**config.mk**
```make
export PLATFORM = sky130hd
export DESIGN_NAME = mlt3_tx_serializer
export DESIGN_NICKNAME = d
export VERILOG_FILES = /design/src/rtl/mlt3_tx_pkg.sv /design/src/rtl/mlt3_tx_phase.sv /design/src/rtl/mlt3_tx_shifter.sv /design/src/rtl/mlt3_tx_encoder.sv /design/src/rtl/mlt3_tx_serializer.sv
export SDC_FILE = /design/constraint.sdc
export NUM_CORES = 1
export LEC_CHECK = 0
export ABC_CLOCK_PERIOD_IN_PS = 1500
export BUFFER_PORTS_ARGS = -buffer_cell sky130_fd_sc_hd__buf_2
export CELL_PAD_IN_SITES_DETAIL_PLACEMENT = 2
export CELL_PAD_IN_SITES_GLOBAL_PLACEMENT = 2
export CORE_UTILIZATION = 34
export DETAILED_ROUTE_END_ITERATION = 6
export GPL_TIMING_DRIVEN = 1
export PLACE_DENSITY_LB_ADDON = 0.1
export SLEW_MARGIN = 20
export SYNTH_ARGS = -nofsm -noshare
export SYNTH_HDL_FRONTEND = slang
export SYNTH_HIERARCHICAL = 1
export SYNTH_SLANG_ARGS = --single-unit
```
**constraint.sdc**
```tcl
create_clock -name clk -period 1.5 [get_ports clk]
set_input_delay 0.3 -clock clk [delete_from_list [all_inputs] [get_ports clk]]
set_output_delay 0.3 -clock clk [all_outputs]
set_load 0.005 [all_outputs]
```
**src/rtl/mlt3_tx_pkg.sv**
```systemverilog
// Package: MLT-3 phase type and the helper functions for the phase sequence
// and the line codes. Assumes two-bit signed line codes.
package mlt3_tx_pkg;

    typedef enum logic [1:0] {
        PH_ZERO_UP = 2'd0,
        PH_POS     = 2'd1,
        PH_ZERO_DN = 2'd2,
        PH_NEG     = 2'd3
    } mlt_phase_e;

    localparam logic [1:0] CODE_ZERO = 2'b00;
    localparam logic [1:0] CODE_POS  = 2'b01;
    localparam logic [1:0] CODE_NEG  = 2'b11;

    // Next phase in the cycle 0 -> +1 -> 0 -> -1 -> 0.
    function automatic mlt_phase_e next_phase(input mlt_phase_e ph);
        case (ph)
            PH_ZERO_UP: return PH_POS;
            PH_POS:     return PH_ZERO_DN;
            PH_ZERO_DN: return PH_NEG;
            default:    return PH_ZERO_UP;
        endcase
    endfunction

    // Line code that belongs to a phase.
    function automatic logic [1:0] phase_code(input mlt_phase_e ph);
        case (ph)
            PH_POS:  return CODE_POS;
            PH_NEG:  return CODE_NEG;
            default: return CODE_ZERO;
        endcase
    endfunction

endpackage

```
**src/rtl/mlt3_tx_phase.sv**
```systemverilog
// Modulo-RATIO phase counter. It produces the word-rate strobe from the fast
// clock. Assumes RATIO >= 2. The strobe is high in the last count of each period.
module mlt3_tx_phase #(
    parameter int RATIO = 5
) (
    input  logic clk,
    input  logic rst_n,
    output logic load_stb
);
    localparam int            CW   = $clog2(RATIO);
    localparam logic [CW-1:0] LAST = CW'(RATIO - 1);

    logic [CW-1:0] cnt;

    // Count 0..RATIO-1 and wrap.
    always_ff @(posedge clk) begin
        if (!rst_n)           cnt <= '0;
        else if (cnt == LAST) cnt <= '0;
        else                  cnt <= cnt + 1'b1;
    end

    assign load_stb = (cnt == LAST);
endmodule

```
**src/rtl/mlt3_tx_shifter.sv**
```systemverilog
// Double-buffered serializer: a holding register, then a PISO that shifts LSB
// first. The last stage is an NRZI toggle flop.
// Assumes load_stb pulses once every W cycles.
module mlt3_tx_shifter #(
    parameter int W = 5
) (
    input  logic         clk,
    input  logic         rst_n,
    input  logic         load_stb,
    input  logic [W-1:0] word_in,
    output logic         nrzi_bit
);
    logic [W-1:0] hold_q;
    logic [W-1:0] piso_q;
    logic         nrzi_q;

    // Capture the incoming word on the strobe edge.
    always_ff @(posedge clk) begin
        if (!rst_n)        hold_q <= '0;
        else if (load_stb) hold_q <= word_in;
    end

    // Reload from the holding register on the strobe, otherwise shift right.
    always_ff @(posedge clk) begin
        if (!rst_n)        piso_q <= '0;
        else if (load_stb) piso_q <= hold_q;
        else               piso_q <= {1'b0, piso_q[W-1:1]};
    end

    // NRZ to NRZI: toggle on a one, hold on a zero.
    always_ff @(posedge clk) begin
        if (!rst_n) nrzi_q <= 1'b0;
        else        nrzi_q <= nrzi_q ^ piso_q[0];
    end

    assign nrzi_bit = nrzi_q;
endmodule

```
**src/rtl/mlt3_tx_encoder.sv**
```systemverilog
// MLT-3 sequencer. It advances one phase on every NRZI transition.
// Assumes a fresh NRZI bit every clock.
module mlt3_tx_encoder
    import mlt3_tx_pkg::*;
(
    input  logic       clk,
    input  logic       rst_n,
    input  logic       nrzi_bit,
    output logic [1:0] level
);
    logic       nrzi_prev;
    mlt_phase_e phase_q;
    logic       step;

    assign step = nrzi_bit ^ nrzi_prev;

    // Remember the previous NRZI level for edge detection.
    always_ff @(posedge clk) begin
        if (!rst_n) nrzi_prev <= 1'b0;
        else        nrzi_prev <= nrzi_bit;
    end

    // Step the phase on a transition.
    always_ff @(posedge clk) begin
        if (!rst_n)    phase_q <= PH_ZERO_UP;
        else if (step) phase_q <= next_phase(phase_q);
    end

    assign level = phase_code(phase_q);
endmodule

```
**src/rtl/mlt3_tx_serializer.sv**
```systemverilog
// Top level: phase counter, double-buffered NRZI serializer and MLT-3
// sequencer. The line is parked at zero when the high-speed path is
// deselected. Assumes a single fast clock and a synchronous reset.
module mlt3_tx_serializer
    import mlt3_tx_pkg::*;
#(
    parameter int WORD_W = 5
) (
    input  logic              clk,
    input  logic              rst_n,
    input  logic              speed_hi,
    input  logic [WORD_W-1:0] tx_word,
    output logic              nib_ce,
    output logic [1:0]        mlt_level
);
    logic       load_stb;
    logic       nrzi_bit;
    logic [1:0] enc_level;

    mlt3_tx_phase #(.RATIO(WORD_W)) u_phase (
        .clk      (clk),
        .rst_n    (rst_n),
        .load_stb (load_stb)
    );

    mlt3_tx_shifter #(.W(WORD_W)) u_shift (
        .clk      (clk),
        .rst_n    (rst_n),
        .load_stb (load_stb),
        .word_in  (tx_word),
        .nrzi_bit (nrzi_bit)
    );

    mlt3_tx_encoder u_enc (
        .clk      (clk),
        .rst_n    (rst_n),
        .nrzi_bit (nrzi_bit),
        .level    (enc_level)
    );

    assign nib_ce    = load_stb;
    assign mlt_level = speed_hi ? enc_level : CODE_ZERO;
endmodule

```
== After elaboration in Yosys (flattened, before gate mapping) ==
Index checks and enable logic that the tools add are counted.

* Register bits: 17
* Input bits: 8
* Output and inout port bits: 3
* Word-level logic and storage cells: 22

* Add/subtract/negate cells: 1
* Eq/ne operators: 4
* Muxes and demuxes: 4
* Bitwise gates (word level): 3
* Reduce and logical (&&, ||, !) cells: 3

{| class="wikitable"
|+ Operators by type and width
! cell !! count
|-
| case mux 2 bit (3 select lines) || 1
|-
| equality test 2 bit, second input constant || 2
|-
| 2-to-1 mux 4 bit || 1
|-
| case mux 2 bit (2 select lines) || 1
|-
| adder 3 x 1 -> 3 bit, second input constant || 1
|-
| equality test 3 bit, second input constant || 1
|-
| equality test 2 x 1 -> 1 bit, second input constant || 1
|-
| zero test 2 bit || 1
|-
| 2-to-1 mux 2 bit || 1
|-
| AND reduction 2 bit || 1
|-
| OR reduction 2 bit || 1
|-
| XOR 1 bit || 2
|-
| inverter 1 bit || 1
|}

== Depth between registers and ports, before layout ==
* Word-level depth: 3
* Gate-level depth with buffers: 7
* Mapped depth without buffers: 6

== Cells and area by module ==
Netlist, hierarchy kept.

{| class="wikitable"
|+ By module, submodules not included
! module !! instances !! cells each !! area an instance (um^2) !! seq. area each (um^2)
|-
| mlt3_tx_shifter || 1 || 34 || 404.1 || 220.2
|-
| mlt3_tx_encoder || 1 || 20 || 186.4 || 60.1
|-
| mlt3_tx_phase || 1 || 14 || 138.9 || 60.1
|-
| mlt3_tx_serializer || 1 || 2 || 12.5 || 0.0
|}

== Worst setup path after synthesis ==
Ideal clock, no wire load.

* Path kind: register to output
* Start point: register u_enc.phase_q[1]
* End point: output port mlt_level[0]
* Data arrival time: 1.002 ns
* Data required time: 1.200 ns
* Slack: 0.198 ns
* Cell stages (with the launch flop): 5
* Path buffers: 0
* Cells stage by stage: dfxtp_1 > inv_1 > ha_1 > or2_2 > and2_1

* Word-level cells in the longest chain between the ends: 3
* Elaborated cells between the ends (all ways): 4
* Classes of those cells: eq/ne: 2; mux: 2

{| class="wikitable"
|+ Ends and longest elaborated chain
! item !! RTL line !! text
|-
| from (decl) || mlt3_tx_encoder.sv:12 || <nowiki>mlt_phase_e phase_q;</nowiki>
|-
| from (signal assigned) || mlt3_tx_encoder.sv:26 || <nowiki>else if (step) phase_q <= next_phase(phase_q);</nowiki>
|-
| equality test 2 bit / equality test 2 x 1 -> 1 bit (equally long branches) || mlt3_tx_pkg.sv:28 || <nowiki>case (ph)</nowiki>
|-
| case mux 2 bit (2 select lines) (*) || mlt3_tx_pkg.sv:28 ||
|-
| net enc_level[0] || mlt3_tx_serializer.sv:18 || <nowiki>logic [1:0] enc_level;</nowiki>
|-
| 2-to-1 mux 2 bit (*) || mlt3_tx_serializer.sv:42 || <nowiki>assign mlt_level = speed_hi ? enc_level : CODE_ZERO;</nowiki>
|-
| to (decl) || mlt3_tx_serializer.sv:14 || <nowiki>output logic [1:0] mlt_level</nowiki>
|}

The timed path passes the listed nets; every way through them passes the cells marked *.

== Worst setup path after layout ==
Same ends and word-level chain as after synthesis.

==> summary.md <==
| Metric | Value |
|---|---|
| Power per Cell Area | ~790 mW/mm^2 |
| Die height | approximately 50 um |
| Routed WL per cell | ~14 um |
| Slowest Stage Delay on Critical Path | about 0.4 ns |
| Number of global-route vias before repair | roughly 600 |
| Initial antenna violation count | 0 |
| Die width | ~50 um |
| Initial Util | 0.371 |
| Share of layout cells above drive strength 1 | 0.396 |
| Max-Cap Viols | 0 |
| Cells after Synth | 70 |
| Final period util | 1.08 |
| Met1 usage | 0.169 |
| GRT Total Usage | 0.155 |
| Iter 0 DRT Violations | 3 |
| Setup CP Type | flop to output port |
| Final setup margin | -0.127 ns |
| Pwr Total | 0.000777 W |
| Failing checks | negative setup slack |
| ANT cells | 0 |
| Total gr overflow | 0 |
| Clock Sinks | 17 |
| Crit path DAT | 1.33 ns |
| Primary FF master, synth | dfxtp_1 |
| Top post-synthesis cells by area | dfxtp_1 (46%), mux2i_1 (12%), ha_1 (12%) |
| Final wirelength | 1710 um |
| Top-count cell post-synth | dfxtp_1 |
| Layer with the highest usage | met2 |
| Worst slew margin | 0.800 |
| Slowest-stage cell, CP | dfxtp_4 |
| Final Setup Violations | 1 |
| Synthesis-stage register bit count | 17 |
| Worst Setup End Kind | output port |
| Met3 Use GR | 0.0377 |
| Area fraction of the dominant cell type after synthesis | 0.459 |
| Register area share after synthesis | 0.459 |
| Hold Vio Cnt, Final | 0 |
| Run status | finished with violations |
| Largest net degree at the start of global routing | 20 |
| Root Driver | clkbuf_4 |
| Synth cell count leaders | dfxtp_1 (17), nor2b_1 (10), mux2i_1 (9) |
| Post-DP Area | 831 sq um |
| P&R area growth vs syn | 32.2% |
| Total CTS buffers | 3 |
| Final Instance Area | about 1000 sq um |
| Residual DRC | 0 |
| Startpoint types | flop |
| Hpwl dp | roughly 870 um |
| Clk buf depth | 2 |
| Detailed Routing Iterations Pass 1 | 2 |
| Reg2Reg Depth | 8 |
| Yosys cell types | 19 |
| Core ar. | between 0.002 and 0.0025 sq mm |
| CTS Hold Bufs | 0 |
| Die footprint | around 0.0024 sq mm |
| Vias | around 540 |
| CTS tree | built |
| Setup TNS Final | -0.127 ns |
| Post-synth EDFFs | 0 |
| Max-slew violations | 0 |
| CP max FO | 4 |
| Worst path bufs/invs | 2 |
| Hold Crit Class | input port to flop |
| Reg clk slew, reported paths | 0.09 ns |
| Net Count, Synth | 85 |
| Fillers | 217 |
| Async SR Flop Fraction | 0 |
| Num rows | 16 |
| Placer Congestion | 0.620 |
| Synth warnings | 6 |
| Stages on the worst setup path | 5 |
| Grt met2 use | 0.278 |
| CP top delay family | flip-flops |
| Antenna-violating nets left | 0 |
| RSZ-0062 raised after global routing | true |
| Ports | 11 |
| Period minus WS final | ~1.6 ns |
| Largest area contributor in the netlist | dfxtp_1 |
| Max Fclk | 0.615 GHz |
| Mapped Area | ~740 sq um |
| Worst path cell trace | inv_4 > ha_4 > or2_4 > and2_4 > buf_6 |
| Clock H-tree levels | 1 |
| Fin nets | approximately 110 |
| Layout Skew | 0.00127 ns |
| Via/cell ratio | roughly 4.6 |
| Leakage power | approximately 0.40 nW |
| WHS | between 0.2 and 0.3 ns |
| Crit path required time | between 1 and 1.5 ns |
| I/O Buffers | 10 |
| Max VDD drop | roughly 0.54 mV |
| First-pass GRT wire length | 2660 um |
| Worst skew pair latency | between 0.2 and 0.3 ns |
| Pre-CTS setup slack | approximately 0.038 ns |
| Hold Path Depth | 3 |
| Worst-Margin Slew | 0.298 ns |
| Syn_area_per_cell | around 11 sq um |
state kept, by name, indices dropped and copies added (netlist names):
signal,count
u_enc/nrzi_prev,1
u_enc/phase_q,2
u_phase/cnt,3
u_shift/hold_q,5
u_shift/nrzi_bit,1
u_shift/piso_q,5
final timing paths:
kind | start | to | slack, ns
worst min register to register | u_shift/piso_q[2] | u_shift/piso_q[1] | 0.50
worst max register to register | u_phase/cnt[0] | u_shift/piso_q[3] | 0.04
worst max-delay path | u_enc/phase_q[1] | mlt_level[0] | -0.13
worst min-delay path | tx_word[0] | u_shift/hold_q[0] | 0.27
logic make-up (layout without fill, tap and decap cells):
logic type	count (synthesis)	after routing	share of synthesized area
multiplexers	9	9	0.121
buffers and inverters	8	29	0.0506
flip-flops	17	17	0.459
AND/OR/NAND/NOR	23	23	0.194
XOR/XNOR	2	2	0.0236
adder cells (fa/ha/maj)	7	7	0.118
AO/OA/AOI/OAI	4	4	0.0337
power by group:
group / leakage (nW) / switching (W) / internal [W]
sequential: 0.140 / 0.00000533 / 0.000458
clock: 0.0150 / 0.000137 / 0.000103
combinational: 0.244 / 0.0000346 / 0.0000383
metal layers:
metal,vias to the layer above,share of wire
met3,2,0.027
met2,11,0.54
li1,267,-
met1,261,0.42
met4,0,0.014
met5,-,0
tightest hold or removal path, delay by kind of cell:
family / cells / cell delay [ns]
AND/OR/NAND/NOR: 1 / 0.09
buffers and inverters: 1 / 0.07
multiplexers: 1 / 0.06
timing repair:
action | in CTS | in global routing
gates resized for setup | 12 | 8
pin swaps | 3 | 3
setup endpoints to repair | 2 | 4
buffers inserted | 8 | 2
layout make-up:
cell class | instances | area [sq um] | share of cell area
clock buffer | 4 | 26.3 | 0.0268
inverter | 6 | 25.0 | 0.0255
multi-input combinational | 45 | 409 | 0.417
sequential | 17 | 350 | 0.357
tap | 27 | 33.8 | 0.0344
timing repair buffer | 19 | 136 | 0.139
per-stage QoR:
step,instances,utilization
after floorplan,70,-
after global placement,106,0.415
after detailed placement,106,0.415
after CTS,118,0.475
after global routing,118,0.490
final,118,0.490
cell usage in the layout (no fill, tap or decap), types with 3 or more instances in the layout:
master,synthesis,final
ha_4,0,3
clkbuf_4,0,3
mux2i_1,9,9
and2_1,4,3
dfxtp_1,17,13
inv_1,6,4
buf_2,0,9
nor2b_1,10,10
buf_4,0,8
ha_1,7,3
No activity file was read; power rests on OpenSTA's default activity.
